==> config.mk <==
export PLATFORM = sky130hd
export DESIGN_NAME = ramp_adc_ctrl
export DESIGN_NICKNAME = d
export VERILOG_FILES = /design/src/rtl/ramp_adc_pkg.sv /design/src/rtl/conv_edge_det.sv /design/src/rtl/ramp_counter.sv /design/src/rtl/result_hold.sv /design/src/rtl/ramp_adc_ctrl.sv
export SDC_FILE = /design/constraint.sdc
export NUM_CORES = 1
export LEC_CHECK = 0
export BUFFER_PORTS_ARGS = -buffer_cell sky130_fd_sc_hd__buf_2
export CORE_UTILIZATION = 54
export CTS_CLUSTER_SIZE = 28
export DETAILED_ROUTE_END_ITERATION = 8
export GPL_TIMING_DRIVEN = 0
export PLACE_DENSITY_LB_ADDON = 0.12
export RECOVER_POWER = 100
export SLEW_MARGIN = 20
export SYNTH_ARGS = -nofsm -noshare
export SYNTH_HDL_FRONTEND = slang
export SYNTH_SLANG_ARGS = --single-unit
==> constraint.sdc <==
create_clock -name clk_i -period 2.55 [get_ports clk_i]
set_input_delay 0.1275 -clock clk_i [delete_from_list [all_inputs] [get_ports clk_i]]
set_output_delay 0.1275 -clock clk_i [all_outputs]
set_load 0.02 [all_outputs]
==> src/rtl/ramp_adc_pkg.sv <==
package ramp_adc_pkg;
  typedef struct packed {
    logic rise;
    logic fall;
  } conv_evt_t;
endpackage

==> src/rtl/conv_edge_det.sv <==
module conv_edge_det
  import ramp_adc_pkg::*;
(
  input  logic      clk_i,
  input  logic      rst_ni,
  input  logic      conv_i,
  output conv_evt_t evt_o
);
  logic conv_q;

  always_ff @(posedge clk_i or negedge rst_ni) begin
    if (!rst_ni) conv_q <= 1'b0;
    else         conv_q <= conv_i;
  end

  assign evt_o.rise = conv_i & ~conv_q;
  assign evt_o.fall = ~conv_i & conv_q;
endmodule

==> src/rtl/ramp_counter.sv <==
module ramp_counter #(
  parameter int unsigned CODE_W = 8
) (
  input  logic              clk_i,
  input  logic              rst_ni,
  input  logic              clear_i,
  input  logic              run_i,
  input  logic              cmp_i,
  output logic [CODE_W-1:0] count_o
);
  localparam logic [CODE_W-1:0] MaxCode = {CODE_W{1'b1}};

  logic [CODE_W-1:0] cnt_q;
  logic              frozen_q;

  always_ff @(posedge clk_i or negedge rst_ni) begin
    if (!rst_ni) begin
      cnt_q    <= '0;
      frozen_q <= 1'b0;
    end else if (clear_i) begin
      cnt_q    <= '0;
      frozen_q <= 1'b0;
    end else if (run_i && !frozen_q) begin
      if (!cmp_i)                frozen_q <= 1'b1;
      else if (cnt_q != MaxCode) cnt_q    <= cnt_q + 1'b1;
    end
  end

  assign count_o = cnt_q;
endmodule

==> src/rtl/result_hold.sv <==
module result_hold #(
  parameter int unsigned CODE_W = 8
) (
  input  logic              clk_i,
  input  logic              rst_ni,
  input  logic              load_i,
  input  logic [CODE_W-1:0] data_i,
  output logic [CODE_W-1:0] result_o,
  output logic              valid_o
);
  always_ff @(posedge clk_i or negedge rst_ni) begin
    if (!rst_ni) begin
      result_o <= '0;
      valid_o  <= 1'b0;
    end else begin
      valid_o <= load_i;
      if (load_i) result_o <= data_i;
    end
  end
endmodule

==> src/rtl/ramp_adc_ctrl.sv <==
module ramp_adc_ctrl
  import ramp_adc_pkg::*;
#(
  parameter int unsigned CODE_W = 8
) (
  input  logic              clk_i,
  input  logic              rst_ni,
  input  logic              conv_i,
  input  logic              cmp_i,
  output logic [CODE_W-1:0] dac_code_o,
  output logic [CODE_W-1:0] result_o,
  output logic              valid_o
);
  conv_evt_t         evt;
  logic [CODE_W-1:0] count;

  conv_edge_det u_edge (
    .clk_i  (clk_i),
    .rst_ni (rst_ni),
    .conv_i (conv_i),
    .evt_o  (evt)
  );

  ramp_counter #(.CODE_W(CODE_W)) u_cnt (
    .clk_i   (clk_i),
    .rst_ni  (rst_ni),
    .clear_i (evt.rise),
    .run_i   (conv_i),
    .cmp_i   (cmp_i),
    .count_o (count)
  );

  result_hold #(.CODE_W(CODE_W)) u_res (
    .clk_i    (clk_i),
    .rst_ni   (rst_ni),
    .load_i   (evt.fall),
    .data_i   (count),
    .result_o (result_o),
    .valid_o  (valid_o)
  );

  assign dac_code_o = count;
endmodule

Word-level counts from Yosys, hierarchy flattened
Index checks and enable logic that the tools add are counted.
- multiplexer cells: 7
- reductions and logical operators: 7
- bitwise logic cells: 4
- equal/unequal tests: 2
- $add $sub $neg: 1
- operators with widths (cell ; count):
    8-bit two-way mux ; 4
    8-bit by 1-bit adder with 8-bit output, second input constant ; 1
    8-bit inequality test, second input constant ; 1
    2-bit nonzero test ; 3
    1-bit two-way mux ; 3
    3-bit AND reduction ; 1
    1-bit bitwise AND ; 2
    2-bit by 1-bit inequality test with 1-bit output, second input constant ; 1
    1-bit inverter ; 2
    2-bit AND reduction ; 1
    1-bit logical AND ; 1
    1-bit zero test ; 1
- register bits: 19
- output and inout port bits: 17

Longest topological paths before layout
Gate-level depths: netlist of run 1.
- word-level depth: 5
- depth in mapped cells: 5
- depth with buffers taken out: 5

Modules after synthesis
A second synthesis of run 1 with hierarchy kept.
- cell total of the unflattened synthesis: 67
- area total of the unflattened synthesis: 905.9 µm²
- by module, submodules not included (module ; seq. area each (µm²) ; area an instance (µm²) ; cells each ; instances):
    ramp_counter ; 225.2 ; 509.2 ; 46 ; 1
    result_hold ; 225.2 ; 356.6 ; 18 ; 1
    conv_edge_det ; 25.0 ; 40.0 ; 3 ; 1

Worst setup path before layout of run 1
No wires, ideal clock.
- kind: register -> register
- from: reg u_cnt.cnt_q[0] (netlist: u_cnt.count_o[0])
- to: reg u_cnt.cnt_q[2] (netlist: u_cnt.count_o[2])
- data required time: 2.473 ns
- slack: 0.890 ns
- clock period less this slack: 1.660 ns
- stages on the path, launching flop included: 6
- arrival time: 1.583 ns
- path through: dfrtp_1 > ha_1 > and4_4 > a21o_4 > or3_1 > a21oi_1
- cells in the longest elaborated chain, start to end: 5
- elaborated cells on any way between the ends: 8
- those cells by class: add/sub: 1; eq/ne: 1; mux: 4; reduce/logical: 2
- ends and longest elaborated chain (element ; RTL line ; source):
    from (decl) ; ramp_counter.sv:13 ; logic [CODE_W-1:0] cnt_q;
    from (signal assigned) ; ramp_counter.sv:25 ; else if (cnt_q != MaxCode) cnt_q <= cnt_q + 1'b1;
    8-bit by 1-bit adder with 8-bit output ; ramp_counter.sv:25 ;
    8-bit two-way mux ; ramp_counter.sv:25 ;
    8-bit two-way mux ; ramp_counter.sv:24 ; if (!cmp_i) frozen_q <= 1'b1;
    8-bit two-way mux ; ramp_counter.sv:23 ; end else if (run_i && !frozen_q) begin
    8-bit two-way mux ; ramp_counter.sv:20 ; end else if (clear_i) begin
Parallel ways exist; a longest one is shown, timed or not. The select of a mux whose other input is x is not followed.
A chain may end at the register's enable or synchronous reset.

Worst setup path after layout of run 1
- from: reg u_cnt.cnt_q[0] (netlist: u_cnt.count_o[0])
- to: reg u_cnt.cnt_q[7] (netlist: u_cnt.count_o[7])
Same word-level chain as after synthesis.

==> results.md, run 1 <==
* Status: completed
* Crit-path leading delay family: compound AO/OA/AOI/OAI gates
* Largest net degree at the start of global routing at 20
* Synth unique cells at 25
* Final nets at 106
* Diodes inserted at 0
* DP HPWL at 1.060 mm
* Boundary pin count at 21
* Drt initial violations at 13
* Part of the Yosys area used for sequential elements at 55.47%
* Max-cap violations at 0
* Critical path data required time at 2.71 ns
* Die X at 41.84 microns
* TritonCTS clock tree: built
* First-pass GRT wire length at 2.532 mm
* Crit path cell chain: ha_1, and4_1, a2111oi_0, xnor2_1, nor2_1
* Fillers at ~150
* Fin. Hold Viols at 0
* Setup CP Type: reg -> reg
* Post-synth top flop: dfrtp_1
* Compound-Gate Fraction of Synth Area at 12.26%
* Clock sink count at 19
* Worst-Skew Late Latency at 0.29 ns
* Routed via count at 641
* Mux share of post-synthesis cell area at 6.569%
* RePlAce Congestion at between 0.7 and 0.8
* Synth Warn # at 0
* Layout cells sized above 1 at roughly 11%
* CP max FO at 7
* Hold Path Class: in -> reg
* CTS root buf: clkbuf_4
* Cell row count at 14
* Core Box Area at between 1000 and 1500 sq um
* Clock transition at path regs at 0.10 ns
* H-tree depth at 1
* Crit-path max cell delay at between 0.5 and 0.6 ns
* Largest family of logic cells by synthesized area: simple AND/OR/NAND/NOR gates
* Min Tclk post-route at 1.871 ns
* Fin. max-slew vios at 0
* WL/cell at 12.71 microns
* CTS Buf Count at 3
* Crit path buffers/inverters at 0
* Setup crit end kind: flip-flop
* Post-CTS Setup Repair Bufs at 0
* Post-Synth Simple-Gate Area at about 15%
* Area growth syn-to-layout at 12.85%
* Die Ht at 41.84 microns
* Slowest CP cell: a2111oi_0
* Die area at 1751 sq um
* Antenna violations before repair at 0
* Final WL at roughly 1.5 mm
* Startpoint types: flip-flop
* Post-CTS sizing at 0
* Initial Util at between 50 and 60%
* Post-synthesis async set-or-reset flop share at 100.0%
* Post-Syn Nets at 80
* Unrepaired setup endpoints after global routing: no
* Lkg Pwr at 0.4238 nW
* Synth Register Bits at 19
* Syn Area/Cell at 11.43 sq um
* Avg Vias per Cell at 5.526
* Clk buf depth at 2
* Post-synth EDFFs at 0
* Post-Synth Adder-Cell Area at under 10%
* Cells after Synth at 75
* Pre-antenna DRT Iters at 3
* Setup_tns at 0 ns
* GRT Residual Overflow at 0
* Mapped Area at 857.1 sq um
* GRT Total Usage at 19.20%
* Post-Synth XOR/XNOR Area at under 10%
* Max Clock Freq at roughly 0.53 GHz
* Rel. slew slack at 33.52%
* Worst vdd ir at 0.0003736 V
* CTS Hold Buffers Added at 1
* Drt drc at 0
* Crit share post-route at between 70% and 80%
* Least-Margin Pin Slew at 0.9972 ns
* Final ANT Viol Nets at 0
* Vias in the first global route at 586
* Setup Skew at 0.005664 ns
* PD cells at 649.2 nW/um^2
* Total power at about 0.00063 W
* Critical Path AT at between 2 and 2.5 ns
* Port Buffers at 20
* Final setup violation count at 0
[area by class of cell]
class | instances | area [sq um] | share of cell area [%]
buffer | 1 | 3.754 | 0.3881
timing repair buffer | 21 | 86.33 | 8.926
tap | 16 | 20.02 | 2.070
inverter | 7 | 26.28 | 2.717
multi-input combinational | 48 | 329.1 | 34.02
clock buffer | 4 | 26.28 | 2.717
sequential | 19 | 475.5 | 49.16
[routing by layer]
layer / up-vias / GRT usage (%) / wire length, microns
li1: 316 / - / -
met1: 308 / 27.41 / 707
met2: 15 / 29.69 / 700
met3: 2 / 2.609 / 60
met4: 0 / 7.742 / 6
met5: - / 0 / 0
[layout by cell type, fill, tap and decap left out, drive strengths merged, types with 2 or more instances in the layout]
cell type	synthesis	layout
clkbuf	0	24
dfrtp	19	19
inv	7	7
nand2	7	7
nor2	6	6
xnor2	5	5
mux2	5	5
o21ai	4	4
a21oi	3	3
nand3	2	2
a211oi	2	2
[where the power goes]
group	total, W	switching (W)	leakage, nW	internal (W)
clock	0.000149	0.0000884	0.0150	0.0000608
sequential	0.000358	0.0000285	0.256	0.000329
combinational	0.000121	0.0000787	0.153	0.0000420
[final timing paths]
| kind | from | endpoint | slack, ns | cells past startpoint |
|---|---|---|---|---|
| min in group asynchronous | rst_ni | u_res.result_o[4] | 0.50 | 2 |
| max reg2reg | u_cnt.count_o[0] | u_cnt.count_o[7] | 0.68 | 5 |
| max in group asynchronous | rst_ni | u_cnt.frozen_q | 1.44 | 2 |
| max | u_cnt.count_o[0] | u_cnt.count_o[7] | 0.68 | 5 |
| min | conv_i | u_edge.conv_q | 0.03 | 1 |
| min reg2reg | u_res.result_o[1] | u_res.result_o[1] | 0.49 | 2 |
[cell usage after synthesis (all sizes together), types with 2 or more instances]
master  number  area [sq um]
inv          7         26.28
nand2        7         26.28
dfrtp       19         475.5
a211oi       2         15.01
o21ai        4         20.02
xnor2        5         43.79
nand3        2         10.01
mux2         5         56.30
a21oi        3         15.01
nor2         6         22.52
[through the flow]
step | setup WS, ns | cell area, sq um | hold slack, ns | util [%] | cells
CTS | 0.8392 | 1013 | 0.005012 | 68.07 | 116
finish | 0.6786 | 967.2 | 0.03428 | 64.96 | 116
global placement | 0.9230 | 977.2 | 0.07969 | 65.63 | 111
global route | 0.5479 | 967.2 | 0.05053 | 64.96 | 116
detailed placement | 0.8665 | 977.2 | 0.08176 | 65.63 | 111
floorplan | 0.8898 | 857.1 | -0.1681 | - | 75
[sequential cells by signal, indices dropped and copies added (netlist names)]
signal / flops
u_res.valid_o: 1
u_edge.conv_q: 1
u_cnt.frozen_q: 1
u_cnt.count_o: 8
u_res.result_o: 8
[cells by family after synthesis]
group / after synthesis
AO/OA/AOI/OAI: 14
multiplexers: 5
buffers and inverters: 8
flip-flops: 19
XOR/XNOR: 5
AND/OR/NAND/NOR: 23
adder cells (fa/ha/maj): 1
No activity file was read; power rests on OpenSTA's default activity.
==> run 2: changes to the inputs <==
--- a/config.mk
+++ b/config.mk
@@ -6,7 +6,7 @@
 export NUM_CORES = 1
 export LEC_CHECK = 0
 export BUFFER_PORTS_ARGS = -buffer_cell sky130_fd_sc_hd__buf_2
-export CORE_UTILIZATION = 54
+export CORE_UTILIZATION = 45
 export CTS_CLUSTER_SIZE = 28
 export DETAILED_ROUTE_END_ITERATION = 8
 export GPL_TIMING_DRIVEN = 0
==> constraint.sdc (replaced) <==
create_clock -name clk_i -period 1.6 [get_ports clk_i]
set_input_delay 0.08 -clock clk_i [delete_from_list [all_inputs] [get_ports clk_i]]
set_output_delay 0.08 -clock clk_i [all_outputs]
set_load 0.02 [all_outputs]
==> results.md, run 2 (synthesis results as in run 1) <==
* Clock sink count at 19
* Core Box Area at 1764 sq um
* DP Worst Slack at ~0.013 ns
* Fin. max-slew vios at 0
* Diodes inserted at 0
* Crit-path leading delay family: simple AND/OR/NAND/NOR gates
* WL/cell at 12.34 microns
* Setup CP Type: reg -> reg
* Max Clock Freq at 0.6374 GHz
* Int Pwr at between 0.0007 and 0.0008 W
* Antenna violations before repair at 0
* GRT Total Usage at between 15 and 20%
* Part of the power in registers at 53.8%
* Cell row count at 15
* Final setup violation count at 0
* Crit share post-route at 98.05%
* Clock transition at path regs at 0.11 ns
* TritonCTS clock tree: built
* CTS Buf Count at 3
* GRT Residual Overflow at 0
* Worst vdd ir at 0.0007075 V
* Cells on worst reg2reg path at 5
* CP max FO at 5
* Routed via count at 635
* R2R setup slack at between 0.03 and 0.04 ns
* Post-Route Utilization at 60.21%
* Pre-antenna DRT Iters at 4
* R2R Path Start: u_cnt.count_o[1]
* Most common cell after layout, fill and taps aside: clkbuf_1
* Setup Skew at 0.002806 ns
* CP endpoint: u_cnt.count_o[2]
* Layout cells sized above 1 at between 20% and 30%
* Switching share of power at between 30% and 40%
* Clk buf depth at 2
* Crit path cell chain: ha_4, and4_4, a21o_4, or3_1, a21oi_1
* Die Ht at 45.64 microns
* Fin. Hold Viols at 0
* Largest net degree at the start of global routing at 20
* RePlAce Congestion at between 0.7 and 0.8
* Critical path data required time at 1.82 ns
* Die X at 45.64 microns
* Rel. slew slack at between 30 and 40%
* Sw power at 0.0003303 W
* Crit-path max cell delay at 0.45 ns
* Drt initial violations at 5
* Slowest CP cell: dfrtp_2
* Startpoint types: flip-flop
* Lkg Pwr at between 0.4 and 0.5 nW
* Initial Util at 48.58%
* Setup_tns at 0 ns
* Most frequent cells in the layout: 19 x clkbuf_1, 17 x dfrtp_1, 7 x inv_1, 7 x nand2_1, 6 x nor2_1
* Least-Margin Pin Slew at 1.011 ns
* Worst hold start: cmp_i
* PD cells at 995.2 nW/um^2
* Post-Layout Inst Area at 1062 sq um
* CTS root buf: clkbuf_4
* Boundary pin count at 21
* Status: completed
* Port Buffers at 20
* Die area at 2083 sq um
* Avg Vias per Cell at 4.922
* Crit path buffers/inverters at 0
* Final WL at 1.592 mm
* Combinational share of power at 23.9%
* Drt drc at 0
* Worst setup startpoint: u_cnt.count_o[1]
* Placed cell count at 120
* Final ANT Viol Nets at 0
* Vias in the first global route at 585
* First-pass GRT wire length at 2.587 mm
* Area growth syn-to-layout at 23.94%
* Unrepaired setup endpoints after global routing: no
* Min Tclk post-route at 1.569 ns
* Reg2reg end: u_cnt.count_o[2]
* Max-cap violations at 0
* Clock share of power at 22.3%
* Worst path depth at 5
* Fillers at 167
* Worst-Skew Late Latency at 0.28 ns
* Worst setup margin at about 0.031 ns
* Fin cells at 129
* DP HPWL at 1.105 mm
* Hold Path Class: in -> reg
* Placed Area at 993.5 sq um
* Final nets at 110
* Critical Path AT at about 1.8 ns
* Setup crit end kind: flip-flop
* H-tree depth at 1
-- run 2: cell count changes in the layout (fill, tap and decap cells not counted), moves of 2 or more --
cell      before  now
buf_2          1    3
buf_4          0    3
clkbuf_1      21   19
dfrtp_1       19   17
dfrtp_2        0    2
-- run 2: power by group through the flow --
stage | registers [W] | logic [W] | clock network, W
after floorplan | 0.000632 | 0.0000842 | 0
after global placement | 0.000585 | 0.000207 | 0
after detailed placement | 0.000585 | 0.000211 | 0
after global routing | 0.000576 | 0.000277 | 0.000271
after CTS | 0.000565 | 0.000237 | 0.000248
final | 0.000568 | 0.000253 | 0.000236
-- run 2: worst min path at each step --
stage                   endpoint  cells past startpoint
6_report          u_cnt.frozen_q                      4
2_1_floorplan   u_cnt.count_o[0]                      0
4_1_cts           u_cnt.frozen_q                      4
3_3_place_gp   u_res.result_o[1]                      1
5_1_grt           u_cnt.frozen_q                      4
3_5_place_dp   u_res.result_o[4]                      1
-- run 2: through the flow --
stage / total power (W) / hold slack (ns)
2_1_floorplan: 0.0007167 / -0.2156
3_3_place_gp: 0.0007913 / 0.03828
3_5_place_dp: 0.0007961 / 0.03585
4_1_cts: 0.001050 / 0.1085
5_1_grt: 0.001124 / 0.1179
6_report: 0.001057 / 0.1152
-- run 2: area by class of cell --
class	count	area (sq um)	area share, %
clock buffers	4	26.28	2.473
repair buffers	25	120.1	11.31
multi-input cells	48	375.4	35.34
plain buffers	1	5.005	0.4711
well taps	25	31.28	2.945
inverters	7	26.28	2.473
flip-flops and latches	19	478.0	44.99
-- run 2: worst min-delay path: stages --
cell and delay, ns:
buf_2 0.11, inv_1 0.05, a21oi_1 0.06, nor2_1 0.07
-- run 2: timing repair --
item,in CTS,in global routing
pin swaps,0,2
hold buffers,2,0
gates resized for setup,0,2
buffers inserted,1,2
endpoints found under the hold margin,20,0
setup endpoints to repair,2,3
-- run 2: per-layer routing --
layer	wire length (microns)	GRT usage, %	vias to the layer above
met5	0	0	-
met3	56	3.968	2
li1	-	-	319
met2	761	27.71	12
met4	12	7.273	0
met1	762	23.62	302
